==> config.mk <==
export PLATFORM = sky130hd
export DESIGN_NAME = spi24_reg_master
export DESIGN_NICKNAME = d
export VERILOG_FILES = /design/src/rtl/spi24_pkg.sv /design/src/rtl/spi24_tick.sv /design/src/rtl/spi24_frame.sv /design/src/rtl/spi24_seq.sv /design/src/rtl/spi24_reg_master.sv
export SDC_FILE = /design/constraint.sdc
export NUM_CORES = 1
export LEC_CHECK = 0
export CAP_MARGIN = 15
export CORE_UTILIZATION = 50
export DETAILED_ROUTE_END_ITERATION = 8
export GPL_TIMING_DRIVEN = 0
export PLACE_DENSITY = 0.72
export SLEW_MARGIN = 0
export SYNTH_ARGS = -nofsm -noshare
export SYNTH_HDL_FRONTEND = slang
export SYNTH_SLANG_ARGS = --single-unit
==> constraint.sdc <==
create_clock -name clk_i -period 2.7 [get_ports clk_i]
set_input_delay 0.54 -clock clk_i [delete_from_list [all_inputs] [get_ports clk_i]]
set_output_delay 0.54 -clock clk_i [all_outputs]
set_load 0.01 [all_outputs]
==> src/rtl/spi24_pkg.sv <==
package spi24_pkg;
  localparam int FRAME_W = 24;
  localparam int REG_W   = 8;
  localparam int VAL_W   = 16;

  localparam logic [7:0] PFX_ADDR = 8'h70;
  localparam logic [7:0] PFX_WR   = 8'h72;
  localparam logic [7:0] PFX_RD   = 8'h73;

  typedef enum logic [2:0] {F_IDLE, F_LEAD, F_LOW, F_HIGH, F_TRAIL, F_GAP} frame_st_e;
  typedef enum logic [1:0] {S_IDLE, S_ADDR, S_DATA} seq_st_e;

  function automatic logic [FRAME_W-1:0] addr_frame(logic [REG_W-1:0] r);
    return {PFX_ADDR, {(FRAME_W-8-REG_W){1'b0}}, r};
  endfunction

  function automatic logic [FRAME_W-1:0] data_frame(logic wr, logic [VAL_W-1:0] v);
    return wr ? {PFX_WR, v} : {PFX_RD, {VAL_W{1'b0}}};
  endfunction
endpackage

==> src/rtl/spi24_tick.sv <==
module spi24_tick #(
  parameter int HALF_CYC = 4
) (
  input  logic clk_i,
  input  logic rst_ni,
  input  logic run_i,
  output logic tick_o
);
  localparam int CNT_W = (HALF_CYC > 1) ? $clog2(HALF_CYC) : 1;
  localparam logic [CNT_W-1:0] LAST = CNT_W'(HALF_CYC - 1);

  logic [CNT_W-1:0] cnt_q;

  assign tick_o = run_i && (cnt_q == LAST);

  always_ff @(posedge clk_i or negedge rst_ni) begin
    if (!rst_ni)      cnt_q <= '0;
    else if (!run_i)  cnt_q <= '0;
    else if (tick_o)  cnt_q <= '0;
    else              cnt_q <= cnt_q + 1'b1;
  end
endmodule

==> src/rtl/spi24_frame.sv <==
module spi24_frame
  import spi24_pkg::*;
#(
  parameter int HALF_CYC = 4,
  parameter int RX_W     = 16
) (
  input  logic               clk_i,
  input  logic               rst_ni,
  input  logic               start_i,
  input  logic [FRAME_W-1:0] data_i,
  output logic               done_o,
  output logic [RX_W-1:0]    rx_o,
  output logic               csn_o,
  output logic               sck_o,
  output logic               sdo_o,
  input  logic               sdi_i
);
  localparam int BIT_W = $clog2(FRAME_W);

  frame_st_e          st_q;
  logic [FRAME_W-1:0] sh_q;
  logic [BIT_W-1:0]   bits_q;
  logic               half_q;
  logic               tick;

  spi24_tick #(.HALF_CYC(HALF_CYC)) u_tick (
    .clk_i  (clk_i),
    .rst_ni (rst_ni),
    .run_i  (st_q != F_IDLE),
    .tick_o (tick)
  );

  always_ff @(posedge clk_i or negedge rst_ni) begin
    if (!rst_ni) begin
      st_q   <= F_IDLE;
      sh_q   <= '0;
      bits_q <= '0;
      half_q <= 1'b0;
      rx_o   <= '0;
      csn_o  <= 1'b1;
      sck_o  <= 1'b1;
      sdo_o  <= 1'b1;
      done_o <= 1'b0;
    end else begin
      done_o <= 1'b0;
      unique case (st_q)
        F_IDLE: if (start_i) begin
          sh_q   <= data_i;
          half_q <= 1'b0;
          csn_o  <= 1'b0;
          st_q   <= F_LEAD;
        end
        F_LEAD: if (tick) begin
          if (half_q) begin
            sck_o  <= 1'b0;
            sdo_o  <= sh_q[FRAME_W-1];
            sh_q   <= sh_q << 1;
            bits_q <= BIT_W'(FRAME_W - 1);
            st_q   <= F_LOW;
          end else half_q <= 1'b1;
        end
        F_LOW: if (tick) begin
          // sample right before the rising edge
          rx_o  <= {rx_o[RX_W-2:0], sdi_i};
          sck_o <= 1'b1;
          st_q  <= F_HIGH;
        end
        F_HIGH: if (tick) begin
          if (bits_q == '0) begin
            half_q <= 1'b0;
            st_q   <= F_TRAIL;
          end else begin
            bits_q <= bits_q - 1'b1;
            sck_o  <= 1'b0;
            sdo_o  <= sh_q[FRAME_W-1];
            sh_q   <= sh_q << 1;
            st_q   <= F_LOW;
          end
        end
        F_TRAIL: if (tick) begin
          if (half_q) begin
            csn_o  <= 1'b1;
            half_q <= 1'b0;
            st_q   <= F_GAP;
          end else half_q <= 1'b1;
        end
        F_GAP: if (tick) begin
          if (half_q) begin
            sdo_o  <= 1'b1;
            done_o <= 1'b1;
            st_q   <= F_IDLE;
          end else half_q <= 1'b1;
        end
        default: st_q <= F_IDLE;
      endcase
    end
  end
endmodule

==> src/rtl/spi24_seq.sv <==
module spi24_seq
  import spi24_pkg::*;
#(
  parameter bit HAS_SDI = 1'b1
) (
  input  logic               clk_i,
  input  logic               rst_ni,
  input  logic               req_valid_i,
  output logic               req_ready_o,
  input  logic               req_write_i,
  input  logic [REG_W-1:0]   req_reg_i,
  input  logic [VAL_W-1:0]   req_wdata_i,
  input  logic               frame_done_i,
  input  logic [VAL_W-1:0]   rx_i,
  output logic               start_o,
  output logic [FRAME_W-1:0] frame_o,
  output logic               done_o,
  output logic [VAL_W-1:0]   rdata_o
);
  seq_st_e            st_q;
  logic [FRAME_W-1:0] nxt_q;
  logic               wr_q;
  logic [VAL_W-1:0]   rd_src;

  generate
    if (HAS_SDI) begin : g_sdi
      assign rd_src = rx_i;
    end else begin : g_nosdi
      assign rd_src = '0;
    end
  endgenerate

  assign req_ready_o = (st_q == S_IDLE);

  always_ff @(posedge clk_i or negedge rst_ni) begin
    if (!rst_ni) begin
      st_q    <= S_IDLE;
      nxt_q   <= '0;
      wr_q    <= 1'b0;
      start_o <= 1'b0;
      frame_o <= '0;
      done_o  <= 1'b0;
      rdata_o <= '0;
    end else begin
      start_o <= 1'b0;
      done_o  <= 1'b0;
      unique case (st_q)
        S_IDLE: if (req_valid_i) begin
          wr_q    <= req_write_i;
          frame_o <= addr_frame(req_reg_i);
          nxt_q   <= data_frame(req_write_i, req_wdata_i);
          start_o <= 1'b1;
          st_q    <= S_ADDR;
        end
        S_ADDR: if (frame_done_i) begin
          frame_o <= nxt_q;
          start_o <= 1'b1;
          st_q    <= S_DATA;
        end
        S_DATA: if (frame_done_i) begin
          rdata_o <= wr_q ? '0 : rd_src;
          done_o  <= 1'b1;
          st_q    <= S_IDLE;
        end
        default: st_q <= S_IDLE;
      endcase
    end
  end
endmodule

==> src/rtl/spi24_reg_master.sv <==
module spi24_reg_master
  import spi24_pkg::*;
#(
  parameter int HALF_CYC = 4,
  parameter bit HAS_SDI  = 1'b1
) (
  input  logic             clk_i,
  input  logic             rst_ni,
  input  logic             req_valid_i,
  output logic             req_ready_o,
  input  logic             req_write_i,
  input  logic [REG_W-1:0] req_reg_i,
  input  logic [VAL_W-1:0] req_wdata_i,
  output logic             done_o,
  output logic [VAL_W-1:0] rdata_o,
  output logic             spi_csn_o,
  output logic             spi_sck_o,
  output logic             spi_sdo_o,
  input  logic             spi_sdi_i
);
  logic               f_start;
  logic [FRAME_W-1:0] f_data;
  logic               f_done;
  logic [VAL_W-1:0]   f_rx;

  spi24_seq #(.HAS_SDI(HAS_SDI)) u_seq (
    .clk_i        (clk_i),
    .rst_ni       (rst_ni),
    .req_valid_i  (req_valid_i),
    .req_ready_o  (req_ready_o),
    .req_write_i  (req_write_i),
    .req_reg_i    (req_reg_i),
    .req_wdata_i  (req_wdata_i),
    .frame_done_i (f_done),
    .rx_i         (f_rx),
    .start_o      (f_start),
    .frame_o      (f_data),
    .done_o       (done_o),
    .rdata_o      (rdata_o)
  );

  spi24_frame #(.HALF_CYC(HALF_CYC), .RX_W(VAL_W)) u_frame (
    .clk_i   (clk_i),
    .rst_ni  (rst_ni),
    .start_i (f_start),
    .data_i  (f_data),
    .done_o  (f_done),
    .rx_o    (f_rx),
    .csn_o   (spi_csn_o),
    .sck_o   (spi_sck_o),
    .sdo_o   (spi_sdo_o),
    .sdi_i   (spi_sdi_i)
  );
endmodule

==> results.md <==
- The run finished with clean final reports.
- In this run the static leakage power is 2.62 nW.
- The worst path uses 84.0% of the clock period.
- The class of the tightest hold or removal check is in2async.
- The share of synthesized area occupied by flip-flops and latches is 59.2%.
- The total negative setup slack is 0 ns.
- Yosys printed 0 warnings.
- The initial antenna violation count came to 0.
- The startpoint type of the worst setup path is a register.
- Global routing used between 20% and 30% of the available tracks across all layers.
- The number of flops mapped to enable cells by yosys is 0.
- After synthesis, the mean cell area works out to 10.6 um2.
- The measured slew at the worst slew-check pin is 0.793 ns.
- The number of global-route vias before repair is roughly 3600.
- In this run the tightest slew margin relative to its limit is roughly 47%.
- Summing over every cut layer, the via total after detailed routing is 3522.
- Measured along the y axis, the die boundary spans 99.8 um.
- Summing all placed instances gives a cell area of between 5000 and 6000 um2.
- In this run the number of H-tree levels came out at 4.
- The count of boundary I/O pins is 50.
- Summed over all layers, the routed wires come to 9770 um.
- The first routing iteration left 162 violations.
- The die footprint is ~10000 um2.
- By startpoint and endpoint, the worst setup path is classified as reg2out.
- In this run the deepest clock path goes through 2 buffers.
- The count of buffers added on input and output ports is 48.
- The power density over cell area is 664 nW/um2.
- Yosys mapped the design onto 39 distinct sky130hd cell types.
- The count of hold buffers inserted by post-cts repair is 0.
- The post-CTS setup buffer count is 0.
- The finished layout holds roughly 660 standard cells, fillers aside.
- Setup repair after global routing left no endpoint under its margin.
- In this run the standard cell core region covers 9240 um2.
- Detailed placement ended at an HPWL of between 6000 and 7000 um.
- The total area of sequential cells is 2830 um2.
- The detail route stage leaves a number of antenna-violating nets equal to 0.
- Once placement completed, the tool counted placed cells totaling 631.
- The area of the multi-input gates is 1790 um2.
- The async set-or-reset flop fraction in the synthesized netlist is 100%.
- The most frequent standard cell in the layout excluding fill and tap cells is sky130_fd_sc_hd__dfrtp_1.
- The worst register-to-register path has a depth of 8.
- Synthesis produced a netlist whose cell count is 453.
- TritonCTS built the clock tree.
- At the worst endpoint, the required time is 2.16 ns.
- The pre-antenna-repair detailed-routing pass consisted of 4 iterations.
- The fraction of layout cells with a size suffix above 1 is 12.4%.
- The count of instances resized after the clock tree is built is 0.
- Counting every net in the synthesized netlist gives a little under 500.
- After clock tree synthesis, the clock-pin slew on the worst setup and hold paths is 0.06 ns.
- In the layout the commonest cells are sky130_fd_sc_hd__dfrtp_1 (110), sky130_fd_sc_hd__nand2_1 (92), sky130_fd_sc_hd__clkdlybuf4s50_1 (47).
- The count of max-cap constraint violations is 0.
- The tree is rooted in a sky130_fd_sc_hd__clkbuf_8.
- For this design, the sink count on the clock tree is 113.
- The initialized floorplan defines 35 standard-cell rows.
- After detailed routing, the number of remaining DRC violations is 0.
- IR analysis of the VDD net gives a maximum drop of 0.495 mV.
- The routed design could run at a clock period as short as 2.27 ns.
- The leading register cell type out of synthesis is sky130_fd_sc_hd__dfrtp_1.
- The final hold violation count is 0.
- Setup violations remaining at the end of the flow were counted as 0.
- Once routing completed, OpenROAD measured the worst setup slack at 0.433 ns.
- The wire length per cell is 14.7 um.
- The via-per-instance ratio is about 5.3.
- The count of pins over their slew limit is 0.
- The minimum setup slack after placement is ~0.55 ns.
- The latest clock arrival within the worst-skew pair is 0.51 ns.
- The post-synth design cell area is about 4800 um2.
- After global routing the overflow that remains totals 0.
- STA puts the critical path data arrival time at 1.73 ns.
- Measured along the x axis, the die boundary spans 99.8 um.
- The antenna cell count is 0.
- In this run, synthesis produced a sequential element count of 113.
- Hold timing on the final database bottoms out at a slack of 0.0146 ns.
- The area growth from synthesis to layout is 26.5%.
- Timing would allow up to 441 MHz.
- The finished cells cover slightly above 6000 um2.
- Measured on the finished design, the core utilization comes to 65.5%.
- STA classifies the critical path endpoint as an output pin.
- The worst-path maximum fanout is 7.
- The post-layout net count is 552.
- Routability-driven placement finished with a final weighted congestion of approximately 0.87.
- Entering global routing, the biggest net connects 72 pins.
- The count of fill cells added during filler insertion is 772.
- The clock arrives with 0.00833 ns of skew.
- Clock tree synthesis inserted a total of 17 buffers.
- The overall power of the completed layout is 4.02 mW.
- The first-pass GRT wire length is 16700 um.
- The initial standard-cell utilization of the core is 51.8%.
==> per-layer routing <==
metal  track usage, %  wire [um]  vias to the layer above
met1             26.2       4310                     1683
met3             4.32        332                       14
met4             11.0        176                        0
met2             37.7       4950                       97
li1                 -          -                     1728
met5                0          0                        -
==> area by class of cell <==
cell class                 count  area share, %
sequential                   113           46.8
clock inverter                14           3.00
tap                          129           2.67
buffer                        29           2.11
inverter                      10          0.620
multi-input combinational    301           29.6
timing repair buffer          49           8.35
clock buffer                  18           6.91
==> critical path, stage by stage, from the launching register on <==
cell and delay [ns]:
sky130_fd_sc_hd__dfrtp_1 0.44, sky130_fd_sc_hd__nor2_1 0.21, sky130_fd_sc_hd__clkdlybuf4s50_1 0.57
==> logic make-up (layout without fill, tap and decap cells) <==
kind of cell | Yosys count | after routing | synth area share [%]
buf+inv | 39 | 120 | 3.45
fa+ha+maj | 2 | 2 | 0.523
flops | 113 | 113 | 59.2
mux | 17 | 17 | 4.00
simple gates | 160 | 160 | 15.2
compound gates | 122 | 122 | 17.6
==> synth_stat cells (5+ instances only) <==
master                     number  area, um2
sky130_fd_sc_hd__a21oi_1        6       30.0
sky130_fd_sc_hd__a31oi_1       17        106
sky130_fd_sc_hd__clkbuf_1      20       75.1
sky130_fd_sc_hd__dfrtp_1      110       2750
sky130_fd_sc_hd__inv_1          9       33.8
sky130_fd_sc_hd__mux2_2        17        191
sky130_fd_sc_hd__nand2_1       92        345
sky130_fd_sc_hd__nand2b_1      21        131
sky130_fd_sc_hd__nand3_1       12       60.1
sky130_fd_sc_hd__nor2_1        20       75.1
sky130_fd_sc_hd__nor3_1         5       25.0
sky130_fd_sc_hd__o21ai_0       40        200
sky130_fd_sc_hd__o22a_1        34        298
==> where the power goes <==
part           switching [mW]  internal (mW)
combinational          0.0457         0.0442
clock                   0.810           1.42
sequential            0.00293           1.70
total                   0.859           3.16
==> sequential cells by signal (all words and copies together), names as in the netlist <==
name	flops
u_frame.csn_o	1
u_frame.sh_q	24
u_frame.sdo_o	1
u_seq.start_o	1
u_seq.frame_o	19
u_frame.sck_o	1
u_frame.half_q	1
u_seq.wr_q	1
u_frame.done_o	1
u_seq.st_q	2
u_frame.st_q	3
u_seq.rdata_o	16
u_frame.rx_o	16
u_frame.bits_q	5
u_frame.u_tick.cnt_q	2
u_seq.done_o	1
u_seq.nxt_q	18
==> path summary, 6_finish.rpt <==
| path | start | to | slack, ns |
|---|---|---|---|
| worst max-delay path | u_seq.st_q[1]$_DFFE_PN0P_ | req_ready_o | 0.43 |
| worst min-delay path | rst_ni | u_seq.rdata_o[14]$_DFFE_PN0P_ | 0.01 |
| worst max register to register | u_frame.bits_q[1]$_DFFE_PN0P_ | u_frame.sh_q[13]$_DFFE_PN0P_ | 0.53 |
| worst min register to register | u_frame.u_tick.cnt_q[0]$_DFF_PN0_ | u_frame.u_tick.cnt_q[0]$_DFF_PN0_ | 0.45 |
| max in group asynchronous | rst_ni | u_seq.frame_o[9]$_DFFE_PN0P_ | 1.95 |
| min in group clk_i | u_frame.u_tick.cnt_q[0]$_DFF_PN0_ | u_frame.u_tick.cnt_q[0]$_DFF_PN0_ | 0.45 |
No activity file was read; power rests on OpenSTA's default activity.
